**config.mk**
```make
export PLATFORM = sky130hd
export DESIGN_NAME = irq_steer_agg
export DESIGN_NICKNAME = d
export VERILOG_FILES = /design/src/rtl/irq_steer_pkg.sv /design/src/rtl/irq_steer_regs.sv /design/src/rtl/irq_steer_status.sv /design/src/rtl/irq_steer_group.sv /design/src/rtl/irq_steer_agg.sv
export SDC_FILE = /design/constraint.sdc
export NUM_CORES = 1
export LEC_CHECK = 0
export ABC_AREA = 1
export BUFFER_PORTS_ARGS = -buffer_cell sky130_fd_sc_hd__buf_4
export CAP_MARGIN = 20
export CORE_AREA = 2 2 178 180
export DETAILED_ROUTE_END_ITERATION = 12
export DIE_AREA = 0 0 180 182
export PLACE_DENSITY = 0.8
export SKIP_CTS_REPAIR_TIMING = 1
export SYNTH_ARGS = -nofsm -noshare
export SYNTH_HDL_FRONTEND = slang
export SYNTH_SLANG_ARGS = --single-unit
export TNS_END_PERCENT = 20
```
**constraint.sdc**
```tcl
create_clock -name clk -period 2.2 [get_ports clk]
set_input_delay 0.55 -clock clk [delete_from_list [all_inputs] [get_ports clk]]
set_output_delay 0.55 -clock clk [all_outputs]
set_load 0.01 [all_outputs]
```
**src/rtl/irq_steer_pkg.sv**
```systemverilog
package irq_steer_pkg;
  typedef logic [31:0] word_t;

  function automatic int mask_off(int nw, int n);
    return 4 + 4 * n;
  endfunction

  function automatic int set_off(int nw, int n);
    return 4 * nw + 4 + 4 * n;
  endfunction

  function automatic int stat_off(int nw, int n);
    return 8 * nw + 4 + 4 * n;
  endfunction

  function automatic int mdis_off(int nw);
    return 12 * nw + 4;
  endfunction

  function automatic int mstat_off(int nw);
    return 12 * nw + 8;
  endfunction
endpackage

```
**src/rtl/irq_steer_regs.sv**
```systemverilog
module irq_steer_regs #(
  parameter int NW     = 5,
  parameter int NOUT   = 3,
  parameter int CHAN_W = 8,
  parameter int ADDR_W = 8
) (
  input  logic                  clk,
  input  logic                  rst,
  input  logic [ADDR_W-1:0]     reg_addr,
  input  logic                  reg_we,
  input  logic [31:0]           reg_wdata,
  input  logic [NW-1:0][31:0]   stat_w,
  input  logic [NOUT-1:0]       grp_or,
  output logic [31:0]           reg_rdata,
  output logic [NW-1:0][31:0]   mask_q,
  output logic [NW-1:0][31:0]   set_q,
  output logic [CHAN_W-1:0]     chan_q,
  output logic [NOUT-1:0]       mdis_q
);
  import irq_steer_pkg::*;

  localparam logic [ADDR_W-1:0] MDIS_A  = ADDR_W'(mdis_off(NW));
  localparam logic [ADDR_W-1:0] MSTAT_A = ADDR_W'(mstat_off(NW));

  always_ff @(posedge clk) begin
    if (rst) begin
      mask_q <= '0;
      set_q  <= '0;
      chan_q <= '0;
      mdis_q <= '0;
    end else if (reg_we) begin
      if (reg_addr == '0) chan_q <= reg_wdata[CHAN_W-1:0];
      if (reg_addr == MDIS_A) mdis_q <= reg_wdata[NOUT-1:0];
      for (int n = 0; n < NW; n++) begin
        if (reg_addr == ADDR_W'(mask_off(NW, n))) mask_q[n] <= reg_wdata;
        if (reg_addr == ADDR_W'(set_off(NW, n)))  set_q[n]  <= reg_wdata;
      end
    end
  end

  logic [31:0] rd_d;

  always_comb begin
    rd_d = '0;
    if (reg_addr == '0)      rd_d = 32'(chan_q);
    if (reg_addr == MDIS_A)  rd_d = 32'(mdis_q);
    if (reg_addr == MSTAT_A) rd_d = 32'(grp_or);
    for (int n = 0; n < NW; n++) begin
      if (reg_addr == ADDR_W'(mask_off(NW, n))) rd_d = mask_q[n];
      if (reg_addr == ADDR_W'(set_off(NW, n)))  rd_d = set_q[n];
      if (reg_addr == ADDR_W'(stat_off(NW, n))) rd_d = stat_w[n];
    end
  end

  always_ff @(posedge clk) begin
    if (rst) reg_rdata <= '0;
    else     reg_rdata <= rd_d;
  end
endmodule

```
**src/rtl/irq_steer_status.sv**
```systemverilog
module irq_steer_status #(
  parameter int NUM_IN = 160,
  parameter int NW     = NUM_IN / 32
) (
  input  logic [NUM_IN-1:0]     irq_in,
  input  logic [NW-1:0][31:0]   mask_q,
  input  logic [NW-1:0][31:0]   set_q,
  output logic [NW-1:0][31:0]   stat_w
);
  // word w carries inputs 32*(NW-1-w) .. 32*(NW-1-w)+31
  for (genvar w = 0; w < NW; w++) begin : g_word
    localparam int BASE = 32 * (NW - 1 - w);
    assign stat_w[w] = (irq_in[BASE +: 32] | set_q[w]) & mask_q[w];
  end
endmodule

```
**src/rtl/irq_steer_group.sv**
```systemverilog
module irq_steer_group #(
  parameter int NW     = 5,
  parameter int NOUT   = 3,
  parameter int CHAN_W = 8
) (
  input  logic                clk,
  input  logic                rst,
  input  logic [NW-1:0][31:0] stat_w,
  input  logic [CHAN_W-1:0]   chan_q,
  input  logic [NOUT-1:0]     mdis_q,
  output logic [NOUT-1:0]     grp_or,
  output logic [NOUT-1:0]     irq_out
);
  for (genvar k = 0; k < NOUT; k++) begin : g_grp
    localparam int LO = NW - 1 - 2 * k;
    if (2 * k + 1 < NW) begin : g_pair
      assign grp_or[k] = (|stat_w[LO]) | (|stat_w[LO-1]);
    end else begin : g_single
      assign grp_or[k] = |stat_w[LO];
    end
  end

  logic chan_on;
  assign chan_on = |chan_q;

  always_ff @(posedge clk) begin
    if (rst) irq_out <= '0;
    else     irq_out <= grp_or & ~mdis_q & {NOUT{chan_on}};
  end
endmodule

```
**src/rtl/irq_steer_agg.sv**
```systemverilog
module irq_steer_agg #(
  parameter int NUM_IN = 160,
  parameter int CHAN_W = 8,
  parameter int ADDR_W = 8
) (
  input  logic                        clk,
  input  logic                        rst,
  input  logic [NUM_IN-1:0]           irq_in,
  input  logic [ADDR_W-1:0]           reg_addr,
  input  logic                        reg_we,
  input  logic [31:0]                 reg_wdata,
  output logic [31:0]                 reg_rdata,
  output logic [(NUM_IN+63)/64-1:0]   irq_out
);
  localparam int NW   = NUM_IN / 32;
  localparam int NOUT = (NUM_IN + 63) / 64;

  logic [NW-1:0][31:0] mask_q, set_q, stat_w;
  logic [CHAN_W-1:0]   chan_q;
  logic [NOUT-1:0]     mdis_q, grp_or;

  irq_steer_regs #(.NW(NW), .NOUT(NOUT), .CHAN_W(CHAN_W), .ADDR_W(ADDR_W)) u_regs (
    .clk(clk), .rst(rst), .reg_addr(reg_addr), .reg_we(reg_we),
    .reg_wdata(reg_wdata), .stat_w(stat_w), .grp_or(grp_or),
    .reg_rdata(reg_rdata), .mask_q(mask_q), .set_q(set_q),
    .chan_q(chan_q), .mdis_q(mdis_q)
  );

  irq_steer_status #(.NUM_IN(NUM_IN), .NW(NW)) u_stat (
    .irq_in(irq_in), .mask_q(mask_q), .set_q(set_q), .stat_w(stat_w)
  );

  irq_steer_group #(.NW(NW), .NOUT(NOUT), .CHAN_W(CHAN_W)) u_grp (
    .clk(clk), .rst(rst), .stat_w(stat_w), .chan_q(chan_q),
    .mdis_q(mdis_q), .grp_or(grp_or), .irq_out(irq_out)
  );
endmodule

```
======== Yosys cells after proc, flatten, opt, wreduce, memory -nomap -nowiden ========
Index checks and enable logic that the tools add are counted.
storage, ports and cells
  register bits after elaboration ......... 366
cells by class
  bitwise logic cells ..................... 15
  reduce and logical (&&, ||, !) cells .... 19
  muxes and demuxes ....................... 18
  eq/ne operators ......................... 17
operators by type and width
  operator                                                               number
  32-bit 2-to-1 mux                                                      15
  32-bit AND                                                             5
  32-bit OR                                                              5
  32-bit OR reduction                                                    5
  8-bit by 6-bit equality test with 1-bit output, second input constant  8
  8-bit by 5-bit equality test with 1-bit output, second input constant  4
  8-bit 2-to-1 mux                                                       3
  2-bit AND reduction                                                    12
  8-bit by 4-bit equality test with 1-bit output, second input constant  2
  8-bit by 7-bit equality test with 1-bit output, second input constant  2
  8-bit by 3-bit equality test with 1-bit output, second input constant  1
  8-bit logical NOT                                                      1
  8-bit OR reduction                                                     1
  3-bit AND                                                              2
  3-bit NOT                                                              1
  1-bit OR                                                               2

======== Depth between registers and ports, before layout ========
  depth in word-level cells ............... 20
  gate-level depth with buffers ........... 18
  gate-level depth less buffers ........... 18

======== Hierarchy ========
A second synthesis with hierarchy kept.
second synthesis, totals
  cell total of the unflattened synthesis .. 3045
  area total of the unflattened synthesis .. 18680.4 um^2
modules (own cells, without submodules)
  module            area each (um^2)  times used  seq. area each (um^2)  cells each
  irq_steer_regs    16168.0           1           7267.0                 2390
  irq_steer_status  1801.7            1           0.0                    480
  irq_steer_group   710.7             1           60.1                   175

======== Worst setup path after synthesis ========
OpenSTA, ideal clock, no wires.
  path type ............................... input to register
  start point ............................. input reg_addr[1]
  end point ............................... register u_regs.set_q[22] (netlist bit)
  required time ........................... 2.065 ns
  setup time .............................. 0.135 ns
  arrival time ............................ 1.905 ns
  slack ................................... 0.161 ns
  buffers on the path ..................... 3
  cell stages on the path ................. 9
  cell sequence ........................... nor2_4 > nand3_2 > nor2_1 > buf_4 > buf_2 > nand2_1 > clkbuf_1 > nor2_1 > a211oi_1
on the way
  longest elaborated chain between the ends .. 2
RTL lines
  what                                            line                  RTL
  start, declared                                 irq_steer_agg.sv:9    input logic [ADDR_W-1:0] reg_addr,
  8-bit by 5-bit equality test with 1-bit output  irq_steer_regs.sv:36  if (reg_addr == ADDR_W'(set_off(NW, n))) set_q[n] <= reg_wdata;
  2-bit AND reduction (no source line)            n/a
  end signal, assigned by index                   irq_steer_regs.sv:36
  end, declared                                   irq_steer_regs.sv:16  output logic [NW-1:0][31:0] set_q,
No other way between the ends.
A chain may end at the register's enable or synchronous reset.

======== Worst setup path in the final report ========
  start point ............................. register u_regs.set_q[103] (netlist bit)
  end point ............................... register u_regs.reg_rdata[0]
on the way
  longest elaborated chain between the ends .. 20
RTL lines
  what                  line                    RTL
  32-bit OR             irq_steer_status.sv:13  assign stat_w[w] = (irq_in[BASE +: 32] | set_q[w]) & mask_q[w];
  32-bit AND            irq_steer_status.sv:13
  32-bit OR reduction   irq_steer_group.sv:17   assign grp_or[k] = (|stat_w[LO]) | (|stat_w[LO-1]);
  1-bit OR              irq_steer_group.sv:17
  8-bit 2-to-1 mux      irq_steer_regs.sv:47    if (reg_addr == MSTAT_A) rd_d = 32'(grp_or);
  32-bit 2-to-1 mux     irq_steer_regs.sv:49    if (reg_addr == ADDR_W'(mask_off(NW, n))) rd_d = mask_q[n];
  32-bit 2-to-1 mux     irq_steer_regs.sv:50    if (reg_addr == ADDR_W'(set_off(NW, n))) rd_d = set_q[n];
  32-bit 2-to-1 mux     irq_steer_regs.sv:51    if (reg_addr == ADDR_W'(stat_off(NW, n))) rd_d = stat_w[n];
  [... 4 more ...]      n/a
  32-bit 2-to-1 mux     irq_steer_regs.sv:50
  32-bit 2-to-1 mux     irq_steer_regs.sv:51
  32-bit 2-to-1 mux     irq_steer_regs.sv:49
  32-bit 2-to-1 mux     irq_steer_regs.sv:50
  32-bit 2-to-1 mux     irq_steer_regs.sv:51
  32-bit 2-to-1 mux     irq_steer_regs.sv:49
  32-bit 2-to-1 mux     irq_steer_regs.sv:50
  32-bit 2-to-1 mux     irq_steer_regs.sv:51
  end signal, assigned  irq_steer_regs.sv:57    else reg_rdata <= rd_d;
  end, declared         irq_steer_regs.sv:14    output logic [31:0] reg_rdata,
No other way between the ends.

==> flow_summary.json <==
{
  "core_area_mm2": 0.0310,
  "power_density_mw_per_mm2": 585,
  "grt_pass1_vias": 20100,
  "synth_seq_cells": 366,
  "finalCritPeriodShare_pct": 103,
  "die-area_mm2": 0.0328,
  "max_cap_viol_count": 0,
  "hold_depth": 3,
  "cts.path.max_buffers": 3,
  "drt_iter0_drc": 2402,
  "tns_ps": -75.6,
  "cts_tree": "built",
  "clock_latency_ps": 540,
  "setup_ws_ps": -59.5,
  "worst_slew_pin_slew_ps": 1040,
  "fin_area_mm2": 0.0244,
  "gp_congestion": 0.968,
  "fmax_mhz": 443,
  "antenna_found_initial": 0,
  "routedWlPerCell_um": 18.7,
  "drv_slew": 0,
  "drt-vias-per-instance": 5.84,
  "htreeDepth": 2,
  "synth_edf_count": 0,
  "totalWireLength_um": 67000,
  "final_cell_mix": "626 x buf_4, 505 x nor2_1, 472 x nand2_1, 362 x dfxtp_1, 244 x a21oi_1",
  "timing.slew.headroom_pct": 30.2,
  "wl_met1_um": 25100,
  "portBuffers": 237,
  "fin_crit_ps": 2260,
  "cp-end-kind": "flop",
  "grt_max_degree": 81,
  "r2r_cells": 19,
  "outcome": "finished, violations left",
  "dp_hpwl_um": 46800,
  "numCtsBuffers": 40,
  "path_max_fanout": 2,
  "grt_overflow": 0,
  "diodes": 0,
  "critPathArrivalTime_ps": 2670,
  "synth_top_flop_cell": "dfxtp_1",
  "die_h_um": 182,
  "grt_pass1_wl_um": 103000,
  "wl_met2_um": 32000,
  "synth_seq_area_share_pct": 41.3,
  "critPathKind": "reg2reg",
  "skew_ps": 13.3,
  "cts-root-buf": "clkbuf_16",
  "drive_gt1_share_pct": 26.2,
  "clk_pin_slew_ps": 60,
  "vias": 21000,
  "dr.pass1.iters": 6,
  "nets": 3360,
  "rsz0062_at_grt": "yes",
  "syn_area_per_cell_um2": 6.71,
  "cts.sinks": 366,
  "grtUsageTotal_pct": 38.8,
  "async_reset_ff_share_pct": 0,
  "vdd_drop_max_v": 0.000457,
  "required_ps": 2610,
  "p_leak_nw": 9.89,
  "die_w_um": 180,
  "setup_viol": 2,
  "hold_violations": 0,
  "violations": "negative setup slack",
  "n_fill_cell": 2240,
  "ios": 238,
  "dp.cells": 3506,
  "layout_commonest_cell": "buf_4",
  "fp-row-count": 65,
  "ant_nets": 0,
  "holdCritPathClass": "in2reg",
  "drc": 0,
  "cp-start-kind": "flop",
  "dpl-instance-area_mm2": 0.0227,
  "synthesis.nets": 2850,
  "start_util_pct": 57.3,
  "synth_cell_types": 33,
  "synthCells": 2647,
  "yosysWarnings": 0,
  "top_layer": "met4",
  "syn_area_mm2": 0.0178,
  "wl_met3_um": 5830,
  "area_delta_synth_final_pct": 37.6,
  "instances_no_fill": 3590
}
final cells by class:
class	instances	area, µm²	share of cell area, %
Sequential cell	366	7330	30.0
Timing Repair Buffer	658	5320	21.8
Inverter	224	852	3.49
Clock inverter	14	153	0.625
Tap cell	402	503	2.06
Clock buffer	59	1160	4.76
Multi-Input combinational cell	1867	9120	37.3
cell families after synthesis:
group           synth area share [%]
simple gates                    29.3
buf+inv                         9.13
flops                           41.3
compound gates                  20.3
state kept, by name (all words and copies together) (netlist names):
signal	flops
u_grp.irq_out	3
u_regs.mdis_q	3
u_regs.chan_q	8
u_regs.set_q	160
u_regs.mask_q	160
u_regs.reg_rdata	32
path summary, 6_finish.rpt:
| path | from | to | slack (ps) |
|---|---|---|---|
| worst max register to register | u_regs.set_q[103]$_SDFFE_PP0P_ | u_regs.reg_rdata[0]$_SDFF_PP0_ | -60 |
| worst max-delay path | u_regs.set_q[103]$_SDFFE_PP0P_ | u_regs.reg_rdata[0]$_SDFF_PP0_ | -60 |
| worst min-delay path | reg_wdata[25] | u_regs.mask_q[121]$_SDFFE_PP0P_ | 350 |
| worst min register to register | u_regs.set_q[42]$_SDFFE_PP0P_ | u_regs.set_q[42]$_SDFFE_PP0P_ | 480 |
per-layer routing:
layer | up-vias | GRT usage (%)
met4 | 0 | 23.3
li1 | 9814 | -
met3 | 269 | 5.33
met5 | - | 0
met1 | 9689 | 46.3
met2 | 1183 | 66.6
through the flow:
stage	utilization, %	total power [mW]	worst slack (ps)	hold WS [ps]
3_3_place_gp	73.2	7.59	-531	455
3_5_place_dp	73.2	7.60	-547	465
2_1_floorplan	-	7.08	161	431
6_report	78.9	14.3	-59.5	354
5_1_grt	78.9	14.6	-286	358
4_1_cts	77.5	14.3	-123	350
cells in the mapped netlist (2+ instances only):
cell type / number / area [µm²]
a2111oi_0: 3 / 26.3
a2111oi_2: 4 / 60.1
a211oi_1: 170 / 1280
a21oi_1: 249 / 1250
buf_1: 12 / 45.0
buf_2: 21 / 105
buf_6: 5 / 56.3
clkbuf_1: 151 / 567
dfxtp_1: 366 / 7330
inv_1: 214 / 803
inv_2: 9 / 33.8
nand2_1: 479 / 1800
nand2_4: 2 / 22.5
nand3_1: 108 / 541
nand3_2: 4 / 40.0
nand4_1: 71 / 444
nor2_1: 536 / 2010
nor2_2: 4 / 25.0
nor2_4: 6 / 67.6
nor3_1: 39 / 195
nor4_1: 2 / 12.5
o2111ai_1: 6 / 52.6
o21a_1: 6 / 45.0
o21ai_0: 119 / 596
o21ai_1: 25 / 125
o22ai_1: 26 / 163
or2_2: 4 / 25.0
critical path, stage by stage (launching register included):
cell and delay (ps):
dfxtp_1 310, nor2_1 110, nor2_1 60, nor2_1 190, nand2_1 90, nor2_1 100, nand2_1 70, nor2_2 130
buf_4 130, nand2_4 50, nand2_1 60, nand4_1 70, nor2_1 110, nand4_1 120, nand2_1 100, nand4_1 110
nand2_1 90, nand4_1 70, nor2_1 100, nor2_1 40
report_power, final:
part | leakage [nW] | switching [mW] | internal, mW
clock | 0.655 | 2.77 | 4.02
combinational | 6.29 | 0.511 | 0.347
sequential | 2.95 | 0.00656 | 6.64
total | 9.89 | 3.29 | 11.0
(Power assumes the default switching activity.)
